===== config.mk =====
export PLATFORM = sky130hd
export DESIGN_NAME = abm_ctl_cell
export DESIGN_NICKNAME = d
export VERILOG_FILES = /design/src/rtl/abm_ctl_pkg.sv /design/src/rtl/abm_scan_stage.sv /design/src/rtl/abm_switch_decode.sv /design/src/rtl/abm_update_stage.sv /design/src/rtl/abm_ctl_cell.sv
export SDC_FILE = /design/constraint.sdc
export NUM_CORES = 1
export LEC_CHECK = 0
export BUFFER_PORTS_ARGS = -buffer_cell sky130_fd_sc_hd__buf_4
export CORE_ASPECT_RATIO = 1.75
export CORE_UTILIZATION = 30
export CTS_BUF_LIST = sky130_fd_sc_hd__clkbuf_4
export DETAILED_ROUTE_END_ITERATION = 8
export PLACE_DENSITY = 0.45
export SETUP_SLACK_MARGIN = 0.5
export SYNTH_ARGS = -nofsm -noshare
export SYNTH_HDL_FRONTEND = slang
export SYNTH_HIERARCHICAL = 1
export SYNTH_SLANG_ARGS = --single-unit

===== constraint.sdc =====
create_clock -name clk -period 2.3 [get_ports clk]
set_clock_uncertainty 0.05 [all_clocks]
set_input_delay 0.115 -clock clk [delete_from_list [all_inputs] [get_ports clk]]
set_output_delay 0.115 -clock clk [all_outputs]
set_load 0.005 [all_outputs]

===== src/rtl/abm_ctl_pkg.sv =====
package abm_ctl_pkg;
    localparam int SEL_W    = 2;
    localparam int CELL_W   = 2 + SEL_W;
    localparam int DATA_POS = 0;
    localparam int DISC_POS = 1;
    localparam int SEL_LSB  = 2;

    typedef enum logic [SEL_W-1:0] {
        SEL_NONE = 2'b00,
        SEL_GND  = 2'b01,
        SEL_BUS1 = 2'b10,
        SEL_BUS2 = 2'b11
    } sel_e;

    typedef enum logic [1:0] {
        PH_IDLE,
        PH_CAPTURE,
        PH_SHIFT,
        PH_UPDATE
    } phase_e;

    typedef enum logic [1:0] {
        MD_OFF,
        MD_DRIVE,
        MD_PROBE
    } mode_e;

    typedef struct packed {
        logic core_off;
        logic ref_hi;
        logic ref_lo;
        logic gnd;
        logic bus1;
        logic bus2;
    } sw_en_t;
endpackage


===== src/rtl/abm_scan_stage.sv =====
module abm_scan_stage
    import abm_ctl_pkg::*;
#(
    parameter int W = CELL_W
) (
    input  logic         clk,
    input  logic         rst_n,
    input  logic         cap_fire,
    input  logic         shift_fire,
    input  logic         scan_in,
    input  logic         comp_in,
    input  logic [W-1:0] hold_bits,
    output logic [W-1:0] q
);
    always_ff @(posedge clk or negedge rst_n) begin
        if (!rst_n) begin
            q <= '0;
        end else if (cap_fire) begin
            q <= {hold_bits[W-1:1], comp_in};
        end else if (shift_fire) begin
            q <= {scan_in, q[W-1:1]};
        end
    end

    // comparator level lands in the data bit on capture
    a_r1_capture_comp: assert property (@(posedge clk) disable iff (!rst_n)
        cap_fire |=> q[DATA_POS] == $past(comp_in));

    // serial input enters the far end on shift
    a_r2_shift_entry: assert property (@(posedge clk) disable iff (!rst_n)
        (shift_fire && !cap_fire) |=> q[W-1] == $past(scan_in));

    // the rest of the word moves one place toward the output
    a_r2_shift_move: assert property (@(posedge clk) disable iff (!rst_n)
        (shift_fire && !cap_fire) |=> q[W-2:0] == $past(q[W-1:1]));
endmodule


===== src/rtl/abm_switch_decode.sv =====
module abm_switch_decode
    import abm_ctl_pkg::*;
#(
    parameter int W = CELL_W
) (
    input  mode_e        mode,
    input  logic [W-1:0] bits,
    output sw_en_t       en
);
    sel_e sel;
    assign sel = sel_e'(bits[SEL_LSB +: SEL_W]);

    always_comb begin
        en = '0;
        unique case (mode)
            MD_DRIVE: begin
                en.core_off = bits[DISC_POS];
                en.ref_hi   = bits[DATA_POS];
                en.ref_lo   = !bits[DATA_POS];
            end
            MD_PROBE: begin
                en.core_off = bits[DISC_POS];
                unique case (sel)
                    SEL_GND:  en.gnd  = 1'b1;
                    SEL_BUS1: en.bus1 = 1'b1;
                    SEL_BUS2: en.bus2 = 1'b1;
                    default:  en.gnd  = 1'b0;
                endcase
            end
            default: en = '0;
        endcase
    end
endmodule


===== src/rtl/abm_update_stage.sv =====
module abm_update_stage
    import abm_ctl_pkg::*;
#(
    parameter int W = CELL_W
) (
    input  logic         clk,
    input  logic         rst_n,
    input  logic         upd_fire,
    input  logic [W-1:0] nx_bits,
    input  sw_en_t       nx_en,
    output logic [W-1:0] hold_bits,
    output sw_en_t       en
);
    always_ff @(posedge clk or negedge rst_n) begin
        if (!rst_n) begin
            hold_bits <= '0;
            en        <= '0;
        end else if (upd_fire) begin
            hold_bits <= nx_bits;
            en        <= nx_en;
        end
    end

    // enables hold between updates
    a_r3_hold_between_updates: assert property (@(posedge clk) disable iff (!rst_n)
        !upd_fire |=> $stable(en));

    // references mutually exclusive
    a_r6_ref_exclusive: assert property (@(posedge clk) disable iff (!rst_n)
        !(en.ref_hi && en.ref_lo));

    // no bus or ground while a reference is driven
    a_r6_no_bus_when_driving: assert property (@(posedge clk) disable iff (!rst_n)
        (en.ref_hi || en.ref_lo) |-> !(en.gnd || en.bus1 || en.bus2));

    // at most one of ground, bus 1, bus 2
    a_r7_single_path: assert property (@(posedge clk) disable iff (!rst_n)
        $onehot0({en.gnd, en.bus1, en.bus2}));
endmodule


===== src/rtl/abm_ctl_cell.sv =====
module abm_ctl_cell
    import abm_ctl_pkg::*;
(
    input  logic clk,
    input  logic rst_n,
    input  logic capture_dr,
    input  logic shift_dr,
    input  logic update_dr,
    input  logic scan_in,
    input  logic comp_in,
    input  logic drive_mode,
    input  logic probe_mode,
    output logic scan_out,
    output logic en_core_off,
    output logic en_ref_hi,
    output logic en_ref_lo,
    output logic en_gnd,
    output logic en_bus1,
    output logic en_bus2
);
    phase_e              phase_q;
    phase_e              phase_nx;
    mode_e               mode;
    logic                cap_fire;
    logic                shift_fire;
    logic                upd_fire;
    logic [CELL_W-1:0]   scan_q;
    logic [CELL_W-1:0]   hold_bits;
    sw_en_t              nx_en;
    sw_en_t              en_q;

    // Phase transitions chosen by the strobes, capture first
    always_comb begin
        if (capture_dr)     phase_nx = PH_CAPTURE;
        else if (shift_dr)  phase_nx = PH_SHIFT;
        else if (update_dr) phase_nx = PH_UPDATE;
        else                phase_nx = PH_IDLE;
    end

    always_ff @(posedge clk or negedge rst_n) begin
        if (!rst_n) phase_q <= PH_IDLE;
        else        phase_q <= phase_nx;
    end

    // Actions for the phase being entered
    always_comb begin
        cap_fire   = 1'b0;
        shift_fire = 1'b0;
        upd_fire   = 1'b0;
        unique case (phase_nx)
            PH_CAPTURE: cap_fire   = 1'b1;
            PH_SHIFT:   shift_fire = 1'b1;
            PH_UPDATE:  upd_fire   = 1'b1;
            default:    cap_fire   = 1'b0;
        endcase
    end

    // Drive mode wins when both decoded inputs are high
    always_comb begin
        if (drive_mode)      mode = MD_DRIVE;
        else if (probe_mode) mode = MD_PROBE;
        else                 mode = MD_OFF;
    end

    abm_scan_stage #(.W(CELL_W)) u_scan (
        .clk        (clk),
        .rst_n      (rst_n),
        .cap_fire   (cap_fire),
        .shift_fire (shift_fire),
        .scan_in    (scan_in),
        .comp_in    (comp_in),
        .hold_bits  (hold_bits),
        .q          (scan_q)
    );

    abm_switch_decode #(.W(CELL_W)) u_dec (
        .mode (mode),
        .bits (scan_q),
        .en   (nx_en)
    );

    abm_update_stage #(.W(CELL_W)) u_upd (
        .clk       (clk),
        .rst_n     (rst_n),
        .upd_fire  (upd_fire),
        .nx_bits   (scan_q),
        .nx_en     (nx_en),
        .hold_bits (hold_bits),
        .en        (en_q)
    );

    assign scan_out    = scan_q[DATA_POS];
    assign en_core_off = en_q.core_off;
    assign en_ref_hi   = en_q.ref_hi;
    assign en_ref_lo   = en_q.ref_lo;
    assign en_gnd      = en_q.gnd;
    assign en_bus1     = en_q.bus1;
    assign en_bus2     = en_q.bus2;

    // a drive-mode update closes exactly one reference switch
    a_r5_one_ref_on_drive: assert property (@(posedge clk) disable iff (!rst_n)
        (upd_fire && drive_mode) |=> $countones({en_ref_hi, en_ref_lo}) == 1);

    // with no mode selected an update opens all switches
    a_r8_off_mode_open: assert property (@(posedge clk) disable iff (!rst_n)
        (upd_fire && !drive_mode && !probe_mode) |=>
            !(en_core_off || en_ref_hi || en_ref_lo || en_gnd || en_bus1 || en_bus2));

    // the phase register follows the update strobe
    a_r3_phase_track: assert property (@(posedge clk) disable iff (!rst_n)
        (update_dr && !capture_dr && !shift_dr) |=> phase_q == PH_UPDATE);
endmodule


==> results.toml <==
[final_layout]
layout-drive-gt1-share_pct = 46.4
final_nets = 81
final_cell_area_sq_um = 840
syn_to_final_growth_pct = 26.1
antennaDiodeCount = 0

[critical_path]
critical_path.max_stage_delay_ps = 440
cp_max_fo = 6
startpoint_type = "register"
crit_arrival_ps = 1150
cp.required_ps = 2410
critPathCaptureType = "register"
crit_type = "reg -> reg"
cp_slowest_cell = "dfrtp_1"
cp_cell_sequence = "and3b_1 -> mux2_4"

[global_routing]
grt_pass1_vias = 497
grt_pass1_wl_um = 2170
grt_usage_pct = 13.0
antenna_found_initial = 0
overflow = 0
grt_max_degree = 14

[logic_synthesis]
yosys_warnings = 6
syn_area_sq_um = 666
syn_inst = 50
syn_nets = 61
syn_avg_cell_area_sq_um = 13.3

[clock_tree]
cts_tree = "done"
htreeDepth = 1
cts.sinks = 13
cts_buffers = 3
cts-resized-gates = 0
postCtsSetupBuffers = 0
cts_hold_buffers = 2
cts_buffer_depth = 2
clock_latency_ps = 270
clkSlewWorstSetupHoldPaths_ps = 80
root_buffer = "clkbuf_4"

[floorplan]
rows = 22
dieArea_sq_mm = 0.00242
die_y_um = 64.3
ios = 16
start_util_pct = 31.8
coreArea_sq_mm = 0.00209
dieWidth_um = 37.6

[timing]
rsz0062_at_grt = "false"
slew_headroom_pct = 68.4
slew_viol_final = 0
hold_viol_final = 0
finalSetupViolCount = 0
period_minus_slack_ps = 1040
fmax_mhz = 957
worst_slew_pin_slew_ps = 473
setup_tns_ps = 0
period_share_pct = 45.4

[routing]
vias_per_cell = 4.54
vias = 422
wl_per_cell_um = 12.9
wl_um = 1200
drt_iter0_markers = 15
ant_nets = 0
drtPass1Iterations = 2
remaining_drc_errors = 0

[flow_run]
cap_viol_max_count = 0

[pwr]
ir_drop_uv = 257
p_leak_nw = 0.428
power_density_mw_per_mm2 = 682

[placement]
place_hpwl_um = 832
gp_congestion = 0.673
placed_area_sq_um = 790
io_buffers = 15

[worst_hold_path]
hold_path.class = "in -> reg"

[status]
status = "complete, no violations"
## per-stage QoR
stage / setup slack, ps / hold slack, ps / utilization (%) / instances / power [mW]
after floorplan: 1230 / -231 / - / 50 / 0.375
after global placement: 1090 / -77.1 / 37.7 / 87 / 0.421
after detailed placement: 1070 / -76.6 / 37.7 / 87 / 0.424
after CTS: 1240 / 32.2 / 40.1 / 93 / 0.585
after global routing: 1200 / 49.5 / 40.1 / 93 / 0.611
final: 1260 / 46.9 / 40.1 / 93 / 0.572
## worst paths after layout
check,slack [ps],cells past startpoint,endpoint,startpoint
worst max-delay path,1260,2,u_upd/en[2],u_scan/q[2]
worst min-delay path,50,2,u_scan/q[0],capture_dr
worst max register to register,1260,2,u_upd/en[2],u_scan/q[2]
worst min register to register,460,2,u_scan/q[2],u_upd/hold_bits[2]
max in group asynchronous,1870,2,u_upd/hold_bits[2],rst_n
min in group asynchronous,170,2,u_upd/en[4],rst_n
## layout make-up
cell class | count | area [sq um]
multi-input cells | 32 | 307
inverters | 2 | 7.51
flip-flops and latches | 13 | 325
well taps | 24 | 30.0
clock buffers | 4 | 30.0
fillers | 223 | 1250
repair buffers | 18 | 140
## power by group
group	total, mW	switching, mW	internal [mW]
combinational	0.117	0.0379	0.0789
clock	0.152	0.0728	0.0789
sequential	0.304	0.0360	0.268
total	0.572	0.147	0.426
## worst max-delay path, delay by kind of cell (launching register included)
| family | cells | cell delay (ps) |
|---|---|---|
| DFF | 1 | 440 |
| muxes | 1 | 250 |
| and+or+nand+nor | 1 | 200 |
## metal layers
| metal | GRT usage [%] | vias to the layer above | wire length (um) |
|---|---|---|---|
| li1 | - | 208 | - |
| met1 | 15.2 | 202 | 523 |
| met2 | 20.0 | 10 | 605 |
| met4 | 9.38 | 0 | 17 |
| met3 | 2.43 | 2 | 55 |
| met5 | 0 | - | 0 |
## flip-flops by register name, summed over array words and instances (netlist names)
name	flops
u_scan/q	4
u_upd/hold_bits	3
u_upd/en	6
## cells in the final DEF, fill, tap and decap left out
cell and n:
mux2_4 9, and3b_1 2, nor2b_1 3, and2b_2 1, buf_4 16, and2_2 1, mux2i_1 4, nor3b_2 1
o21ai_1 4, nand2_1 4, dlygate4sd3_1 2, dfrtp_1 13, ha_1 2, and3_1 1, clkbuf_4 4, inv_1 2
Note: power is estimated with default switching activity, not from simulation.
